===== src/rtl/seeprom_pkg.sv =====
package seeprom_pkg;
  localparam int unsigned BIT_REQ   = 5;
  localparam int unsigned BIT_READY = 4;
  localparam int unsigned BIT_CS    = 3;
  localparam int unsigned BIT_SK    = 2;
  localparam int unsigned BIT_DO    = 1;
  localparam int unsigned BIT_DI    = 0;

  // bits that read back as written
  localparam logic [7:0] CTL_RW_MASK = 8'h2E;

  function automatic int unsigned pace_cycles(int unsigned clk_mhz, int unsigned pace_ns);
    int unsigned c;
    c = (pace_ns * clk_mhz) / 1000;
    return (c < 1) ? 1 : c;
  endfunction
endpackage


===== src/rtl/seeprom_grant.sv =====
module seeprom_grant (
  input  logic clk,
  input  logic rst_n,
  input  logic req_i,
  input  logic busy_i,
  input  logic rel_i,
  output logic granted_o,
  output logic granted_d_o,
  output logic grant_evt_o
);
  logic granted_q, granted_d, grant_evt;

  always_comb begin
    grant_evt = ~granted_q & req_i & ~busy_i & ~rel_i;
    if (rel_i)          granted_d = 1'b0;
    else if (grant_evt) granted_d = 1'b1;
    else                granted_d = granted_q;
  end

  always_ff @(posedge clk or negedge rst_n) begin
    if (!rst_n) granted_q <= 1'b0;
    else        granted_q <= granted_d;
  end

  assign granted_o   = granted_q;
  assign granted_d_o = granted_d;
  assign grant_evt_o = grant_evt;

  // a new grant needs a stored request and an idle port
  a_r3_grant_needs_idle: assert property (@(posedge clk) disable iff (!rst_n)
    $rose(granted_q) |-> $past(req_i && !busy_i));

  // grant persists until release
  a_r5_grant_holds: assert property (@(posedge clk) disable iff (!rst_n)
    (granted_q && !rel_i) |=> granted_q);
endmodule


===== src/rtl/seeprom_pace.sv =====
module seeprom_pace #(
  parameter int unsigned PACE_CYC = 80
) (
  input  logic clk,
  input  logic rst_n,
  input  logic start_i,
  input  logic abort_i,
  output logic running_o,
  output logic done_o
);
  localparam int unsigned CW = (PACE_CYC > 1) ? $clog2(PACE_CYC) : 1;
  localparam logic [CW-1:0] LAST = CW'(PACE_CYC - 1);

  logic [CW-1:0] cnt_q, cnt_d;
  logic          run_q, run_d, cnt_en;
  logic          done;

  assign done   = run_q & (cnt_q == '0);
  assign cnt_en = start_i | abort_i | run_q;

  always_comb begin
    cnt_d = cnt_q;
    run_d = run_q;
    if (abort_i) begin
      run_d = 1'b0;
      cnt_d = '0;
    end else if (start_i) begin
      run_d = 1'b1;
      cnt_d = LAST;
    end else if (done) begin
      run_d = 1'b0;
    end else if (run_q) begin
      cnt_d = cnt_q - 1'b1;
    end
  end

  always_ff @(posedge clk or negedge rst_n) begin
    if (!rst_n) begin
      cnt_q <= '0;
      run_q <= 1'b0;
    end else if (cnt_en) begin
      cnt_q <= cnt_d;
      run_q <= run_d;
    end
  end

  assign running_o = run_q;
  assign done_o    = done & ~start_i & ~abort_i;

  // count never exceeds its load value
  a_r8_count_bound: assert property (@(posedge clk) disable iff (!rst_n)
    run_q |-> (cnt_q <= LAST));

  // a start always leaves the timer running
  a_r9_restart_runs: assert property (@(posedge clk) disable iff (!rst_n)
    (start_i && !abort_i) |=> run_q);
endmodule


===== src/rtl/seeprom_port.sv =====
module seeprom_port
  import seeprom_pkg::*;
#(
  parameter int unsigned CLK_MHZ = 100,
  parameter int unsigned PACE_NS = 800
) (
  input  logic       clk,
  input  logic       rst_n,
  input  logic       reg_wr_en,
  input  logic [7:0] reg_wdata,
  output logic [7:0] reg_rdata,
  output logic       mem_req,
  input  logic       mem_busy,
  output logic       port_owned,
  output logic       ee_cs,
  output logic       ee_sk,
  output logic       ee_dout,
  input  logic       ee_din
);
  localparam int unsigned PACE_CYC = pace_cycles(CLK_MHZ, PACE_NS);

  logic [7:0] ctl_q;
  logic       ready_q, ready_d;
  logic       din_q, din_d;
  logic       rel, keep_wr;
  logic       granted, granted_d, grant_evt;
  logic       pace_start, pace_run, pace_done;

  assign rel     = reg_wr_en & ~reg_wdata[BIT_REQ];
  assign keep_wr = reg_wr_en &  reg_wdata[BIT_REQ];

  seeprom_grant u_grant (
    .clk         (clk),
    .rst_n       (rst_n),
    .req_i       (ctl_q[BIT_REQ]),
    .busy_i      (mem_busy),
    .rel_i       (rel),
    .granted_o   (granted),
    .granted_d_o (granted_d),
    .grant_evt_o (grant_evt)
  );

  assign pace_start = keep_wr & granted;

  seeprom_pace #(.PACE_CYC(PACE_CYC)) u_pace (
    .clk       (clk),
    .rst_n     (rst_n),
    .start_i   (pace_start),
    .abort_i   (rel),
    .running_o (pace_run),
    .done_o    (pace_done)
  );

  always_comb begin
    if (rel)             ready_d = 1'b0;
    else if (grant_evt)  ready_d = 1'b1;
    else if (pace_start) ready_d = 1'b0;
    else if (pace_done)  ready_d = 1'b1;
    else                 ready_d = ready_q;
    din_d = granted_d & ee_din;
  end

  always_ff @(posedge clk or negedge rst_n) begin
    if (!rst_n) ctl_q <= '0;
    else if (reg_wr_en) ctl_q <= reg_wdata;
  end

  always_ff @(posedge clk or negedge rst_n) begin
    if (!rst_n) begin
      ready_q <= 1'b0;
      din_q   <= 1'b0;
    end else begin
      ready_q <= ready_d;
      din_q   <= din_d;
    end
  end

  always_comb begin
    reg_rdata            = ctl_q & CTL_RW_MASK;
    reg_rdata[BIT_READY] = ready_q;
    reg_rdata[BIT_DI]    = din_q;
  end

  assign mem_req    = ctl_q[BIT_REQ];
  assign port_owned = granted;
  assign ee_cs      = granted & ctl_q[BIT_CS];
  assign ee_sk      = granted & ctl_q[BIT_SK];
  assign ee_dout    = granted & ctl_q[BIT_DO];

  // pins idle without ownership
  a_r6_pins_idle: assert property (@(posedge clk) disable iff (!rst_n)
    !port_owned |-> !(ee_cs || ee_sk || ee_dout));

  // ready implies ownership
  a_r4_ready_owned: assert property (@(posedge clk) disable iff (!rst_n)
    reg_rdata[BIT_READY] |-> port_owned);

  // ready low while pacing runs and right after a paced write
  a_r8_ready_drops: assert property (@(posedge clk) disable iff (!rst_n)
    (keep_wr && port_owned) |=> !reg_rdata[BIT_READY]);
  a_r8_low_while_pacing: assert property (@(posedge clk) disable iff (!rst_n)
    pace_run |-> !reg_rdata[BIT_READY]);

  // release clears everything visible
  a_r10_release: assert property (@(posedge clk) disable iff (!rst_n)
    rel |=> (!mem_req && !port_owned && !reg_rdata[BIT_READY] && !reg_rdata[BIT_DI]));
endmodule


===== config.mk =====
export PLATFORM = sky130hd
export DESIGN_NAME = seeprom_port
export DESIGN_NICKNAME = d
export VERILOG_FILES = /design/src/rtl/seeprom_pkg.sv /design/src/rtl/seeprom_grant.sv /design/src/rtl/seeprom_pace.sv /design/src/rtl/seeprom_port.sv
export SDC_FILE = /design/constraint.sdc
export NUM_CORES = 1
export LEC_CHECK = 0
export BUFFER_PORTS_ARGS = -buffer_cell sky130_fd_sc_hd__buf_2
export CAP_MARGIN = 15
export CORE_ASPECT_RATIO = 0.75
export CORE_MARGIN = 3
export CORE_UTILIZATION = 45
export CTS_BUF_LIST = sky130_fd_sc_hd__clkbuf_4 sky130_fd_sc_hd__clkbuf_8 sky130_fd_sc_hd__clkbuf_16
export DETAILED_ROUTE_END_ITERATION = 6
export PLACE_DENSITY_LB_ADDON = 0.05
export SLEW_MARGIN = 0
export SYNTH_ARGS = -nofsm -noshare
export SYNTH_HDL_FRONTEND = slang
export SYNTH_HIERARCHICAL = 1
export SYNTH_SLANG_ARGS = --single-unit

===== constraint.sdc =====
create_clock -name clk -period 2.43 [get_ports clk]
set_clock_uncertainty 0.1 [all_clocks]
set_input_delay 0.486 -clock clk [delete_from_list [all_inputs] [get_ports clk]]
set_output_delay 0.486 -clock clk [all_outputs]
set_load 0.05 [all_outputs]

==> metrics, run 1 <==
status finished, final reports clean; Seq/Total Area, Yosys 0.462; Placement Setup Slack 626 ps; count of placed standard cells in the final layout, fillers left out 115; clock-pin slew of the registers on the worst-case setup and hold paths 90 ps; clock net sink count 15; total routing resource utilization after global routing 0.152; number of instances resized during post-cts repair 0; Final setup viols 0; CORE AREA 1590 um^2; Switching Share 0.427; area added between synthesis and finish 14.3%; CTS tree built; most area-hungry cell type in the Yosys netlist sky130_fd_sc_hd__dfrtp_1; Max Clk Rate 0.549 GHz; Final Worst Setup Slack 610 ps; number of max-cap violations 0; min Tclk post-route 1820 ps; fraction of power consumed by sequential logic 0.409; RSZ-0062 raised after global routing no; antenna cell count 0; Worst R2R Setup Slack 610 ps; wire length of the first global-routing pass 2.53 mm; period utilization 0.749; Critical Path Fanout Max 6; total internal power 0.000533 W; largest vdd supply drop 489 uV; final weighted congestion of routability-driven global placement 0.826; aggregate global routing overflow 0; count of buffering cells on the critical path with inverters included 0; die height 42.8 um; required time at the endpoint of the critical path 2530 ps; arrival time reported for the critical path endpoint 1920 ps; area enclosed by the die boundary 2360 um^2; Setup CP Type reg2reg; flops & latches, synth 15; aggregate negative setup slack 0 ps; number of remaining DRC errors 0; net switching component of the power 0.000397 W; worst-path cell chain or4_4, o21ai_4, nor3b_1, a311oi_2; number of different library cells in the post-synthesis netlist 31; count of placed standard cells including taps 110; number of synthesized flops with an enable pin 0; Worst Setup End Kind flip-flop; dominant synthesized flop cell sky130_fd_sc_hd__dfrtp_1; effective utilization at floorplan 0.510; WL final 1.51 mm; leading cell types by total area after synthesis sky130_fd_sc_hd__dfrtp_1 46%, sky130_fd_sc_hd__mux2_4 7.4%, sky130_fd_sc_hd__buf_4 4.6%, sky130_fd_sc_hd__a21oi_1 4.3%, sky130_fd_sc_hd__and2_1 3.1%; fill cell total of the finished layout 144; I/O pin count 26; Slew Viols, Final 0; Placement Rows 12; total power consumption of the routed design 0.000930 W; share of cells above drive strength 1 0.362; worst min path class in2reg; count of mapped cells out of synthesis 75; maximum number of pins on one net before global-route repair 16; number of antenna violations at the first check in global routing 0; category of cells accounting for the largest share of critical-path delay simple AND/OR/NAND/NOR gates; routed len/inst 13.1 um; Synth Cell Area 812 um^2; number of detailed-routing iterations run before antenna repair 4; max incr delay on CP 600 ps; Post CTS Setup Buffer Count 0; count leader, synth sky130_fd_sc_hd__dfrtp_1; Async S/R FF share, synth 1.00; insertion delay to the later sink of the worst-skew pair 280 ps; count of nets left with antenna violations after detail routing 0; width of the die 55.1 um; number of design-rule violations left by the first detailed-router iteration 23; Critical Path Source Type flip-flop; Fin. Hold Viols 0; Clk network pwr share 0.151; via count 584; final core utilization 0.583; leading post-synthesis cells by instance count 15 x sky130_fd_sc_hd__dfrtp_1, 7 x sky130_fd_sc_hd__a21oi_1, 5 x sky130_fd_sc_hd__buf_4, 5 x sky130_fd_sc_hd__inv_1, 5 x sky130_fd_sc_hd__nor3_1; share of the synthesized area in the top cell type 0.462; clock tree root buffer cell sky130_fd_sc_hd__clkbuf_4; Syn Area/Cell 10.8 um^2; detailed-placement wirelength estimate 1.12 mm; Leakage 0.457 nW; vias in the first global route 540; YS warnings 6; power per unit of standard cell area 1000 nW/um^2; part of the total power dissipated in combinational logic 0.440; deepest level of the CTS H-tree 1; nets@finish 109; via count normalized by instance count 5.08; count of buffers from port buffering 19; CP max stage cell sky130_fd_sc_hd__or4_4; Num CTS Buffers 3; buffers from clock root to sink, at most 2
-- area by class of cell --
cell class / count / area (um^2) / area share
inverter: 5 / 18.8 / 0.0202
tap: 21 / 26.3 / 0.0283
timing repair buffer: 21 / 113 / 0.121
sequential: 15 / 375 / 0.404
clock inverter: 1 / 5.00 / 0.00539
multi-input combinational: 49 / 368 / 0.396
clock buffer: 3 / 22.5 / 0.0243
-- kinds of logic (layout without fill, tap and decap cells) --
| group | count (synthesis) | in the layout | synth area share |
|---|---|---|---|
| xor gates and xnor gates | 3 | 3 | 0.0324 |
| and+or+nand+nor | 23 | 23 | 0.179 |
| AOI/OAI and AO/OA | 16 | 16 | 0.143 |
| buffers and inverters | 12 | 30 | 0.0894 |
| muxes | 4 | 4 | 0.0740 |
| other | 1 | 2 | 0.00462 |
| DFF | 15 | 15 | 0.462 |
| adders and majority gates | 1 | 1 | 0.0154 |
-- placed cells by master (no fill, tap or decap), drive strengths merged --
master       synthesis  routed
nand2                1       1
xnor2                1       1
a21oi                8       8
o211ai               1       1
and2                 4       4
clkinv               0       1
or4                  1       1
inv                  5       5
nor2                 3       3
or2b                 1       1
nand2b               1       1
or3                  1       1
dfrtp               15      15
o21a                 2       2
nor3b                1       1
conb                 1       2
clkbuf               1       3
a311oi               1       1
ha                   1       1
nand3                1       1
mux2                 4       4
buf                  6      20
and3                 2       2
o2111ai              1       1
xor2                 2       2
nor2b                1       1
o21ai                3       3
nor3                 6       6
dlygate4sd3          0       1
-- worst paths after layout --
kind                                 start                to  depth (start not counted)
max                        u_pace/cnt_q[3]   u_pace/cnt_q[1]                          4
min                                 ee_din             din_q                          2
max reg2reg                u_pace/cnt_q[3]   u_pace/cnt_q[1]                          4
min reg2reg                       ctl_q[2]          ctl_q[2]                          1
max in group asynchronous            rst_n   u_pace/cnt_q[6]                          2
min in group asynchronous            rst_n  u_pace/running_o                          2
-- per-layer routing --
layer  share of wire  track usage
met5               0            0
met4          0.0053       0.0291
met3           0.068       0.0737
met2            0.43        0.215
met1            0.50        0.209
-- power by group through the flow --
stage,sequential (W),clock [W],combinational [W]
detailed placement,0.000383,0,0.000405
global placement,0.000381,0,0.000397
finish,0.000381,0.000141,0.000409
floorplan,0.000398,0,0.000315
global route,0.000388,0.000162,0.000456
CTS,0.000378,0.000147,0.000410
-- through the flow --
step	instance area (um^2)	hold slack, ps
after floorplan	816	90.4
after global placement	891	310
after detailed placement	891	311
after CTS	928	310
after global routing	928	289
final	928	309
-- timing repair --
action	CTS	global route
hold buffers	1	0
hold endpoints to repair	9	0
endpoints found under the setup margin	0	0
-- state kept, by name (all words and copies together), names as in the netlist --
register / cells
din_q: 1
u_grant/granted_o: 1
ctl_q: 4
u_pace/cnt_q: 7
u_pace/running_o: 1
ready_q: 1
Note: power is estimated with default switching activity, not from simulation.
==> run 2: changes to the inputs <==
==> constraint.sdc (replaced) <==
create_clock -name clk -period 1.8 [get_ports clk]
set_clock_uncertainty 0.1 [all_clocks]
set_input_delay 0.36 -clock clk [delete_from_list [all_inputs] [get_ports clk]]
set_output_delay 0.36 -clock clk [all_outputs]
set_load 0.05 [all_outputs]
==> run 2 against run 1 <==
Core utilization increased by 3.9 points. Global-route usage is 0.91 points higher. Highest routed layer unchanged. Flip-flop and latch count is the same. Total power grew 47%. Sequential power is 30% higher. Maximum frequency up 6.0%. Largest cell class unchanged. First-iteration DRC count fell by 57%. Critical path depth is 2 higher.
==> metrics, run 2 (same netlist as run 1, synthesis figures left out) <==
status finished, final reports clean; number of detailed-routing iterations run before antenna repair 4; wire length of the first global-routing pass 2.68 mm; Slew Viols, Final 0; post-detailed-placement cell area 921 um^2; share of cells above drive strength 1 0.446; most used cells in the layout excluding fill and tap cells 19 x sky130_fd_sc_hd__buf_2, 15 x sky130_fd_sc_hd__dfrtp_1, 8 x sky130_fd_sc_hd__buf_4; min Tclk post-route 1720 ps; aggregate global routing overflow 0; power per unit of standard cell area 1380 nW/um^2; effective utilization at floorplan 0.510; flip-flop count of the largest register, all copies and words added 7; worst min path class in2reg; required time at the endpoint of the critical path 1900 ps; fill cell total of the finished layout 150; number of design-rule violations left by the first detailed-router iteration 10; period utilization 0.954; clock net sink count 15; area added between synthesis and finish 21.9%; detailed-placement wirelength estimate 1.18 mm; antenna cell count 0; total power consumption of the routed design 0.00137 W; Worst Setup End Kind flip-flop; area enclosed by the die boundary 2360 um^2; clock tree root buffer cell sky130_fd_sc_hd__clkbuf_4; CTS tree built; insertion delay to the later sink of the worst-skew pair 290 ps; number of max-cap violations 0; clock-pin slew of the registers on the worst-case setup and hold paths 90 ps; area taken by multi-input logic gates 374 um^2; largest registers u_pace/cnt_q: 7 flops, ctl_q: 4 flops; leading cell type in the layout, fill and taps excluded sky130_fd_sc_hd__buf_2; via count 617; worst-case hold slack 180 ps; Setup CP Type reg2reg; CORE AREA 1590 um^2; deepest level of the CTS H-tree 1; count of buffers from port buffering 19; nets@finish 116; die height 42.8 um; Leakage 0.492 nW; Fin. Hold Viols 0; final weighted congestion of routability-driven global placement 0.819; Storage cell area 375 um^2; routed len/inst 13.1 um; Num CTS Buffers 3; I/O pin count 26; width of the die 55.1 um; number of antenna violations at the first check in global routing 0; aggregate negative setup slack 0 ps; vias in the first global route 553; count of nets left with antenna violations after detail routing 0; largest reg by FF count u_pace/cnt_q; number of remaining DRC errors 0; arrival time reported for the critical path endpoint 1820 ps; Final setup viols 0; WL final 1.60 mm; buffers from clock root to sink, at most 2; Critical Path Source Type flip-flop; Max Clk Rate 0.582 GHz; largest vdd supply drop 739 uV; Critical Path Fanout Max 6; final instance area 990 um^2; total routing resource utilization after global routing 0.161; via count normalized by instance count 5.06; maximum number of pins on one net before global-route repair 16; Placement Rows 12
-- run 2: cell count changes in the layout (fill, tap and decap cells not counted) --
cell and change:
sky130_fd_sc_hd__ha_2 +1, sky130_fd_sc_hd__ha_1 -1, sky130_fd_sc_hd__buf_4 +7, sky130_fd_sc_hd__clkbuf_4 +1, sky130_fd_sc_hd__clkinv_2 -1, sky130_fd_sc_hd__or2b_4 +1
sky130_fd_sc_hd__inv_2 +2, sky130_fd_sc_hd__or2b_1 -1, sky130_fd_sc_hd__inv_1 -2
-- run 2: path summary, 6_finish.rpt --
check	from	slack [ps]	to	cells past startpoint
max in group asynchronous	rst_n	930	u_pace/cnt_q[3]	2
min	reg_wr_en	180	ready_q	2
max reg2reg	u_pace/cnt_q[0]	80	u_pace/cnt_q[1]	6
max	u_pace/cnt_q[0]	80	u_pace/cnt_q[1]	6
min in group asynchronous	rst_n	420	ctl_q[1]	2
min reg2reg	ctl_q[2]	430	ctl_q[2]	1
-- run 2: cell type report --
cell class,count,area share
Inverter,5,0.0190
Tap cell,21,0.0265
Sequential cell,15,0.379
Clock buffer,4,0.0303
Multi-Input combinational cell,49,0.378
Timing Repair Buffer,28,0.167
-- run 2: critical path, stage by stage (launching register included) --
cell and delay, ps:
sky130_fd_sc_hd__dfrtp_1 400, sky130_fd_sc_hd__inv_2 90, sky130_fd_sc_hd__ha_2 190, sky130_fd_sc_hd__or2b_4 290
sky130_fd_sc_hd__o21ai_4 240, sky130_fd_sc_hd__nor3b_1 100, sky130_fd_sc_hd__a311oi_2 230
-- run 2: layer usage --
metal | global-route usage | vias to the layer above | wire length [um]
met5 | 0 | - | 0
met3 | 0.0737 | 2 | 100
met2 | 0.212 | 21 | 658
li1 | - | 302 | -
met4 | 0.0291 | 0 | 11
met1 | 0.239 | 292 | 834
-- run 2: stage by stage --
step                      setup slack [ps]  utilization  std cells
after floorplan                        112            -         76
final                                 82.8        0.622        122
after global routing                 -3.23        0.622        122
after detailed placement              75.5        0.579        114
after CTS                             58.0        0.604        119
after global placement                80.0        0.579        114
-- run 2: power by group --
group	total (W)	switching [W]	internal, W
logic	0.000660	0.000374	0.000286
clock network	0.000210	0.000109	0.000101
registers	0.000496	0.0000725	0.000423
total	0.00137	0.000556	0.000810
-- run 2: repair_timing --
action	CTS	global route
gates resized for setup	0	4
buffers inserted	0	3
hold buffers	1	0
endpoints found under the setup margin	0	1
hold endpoints to repair	15	0
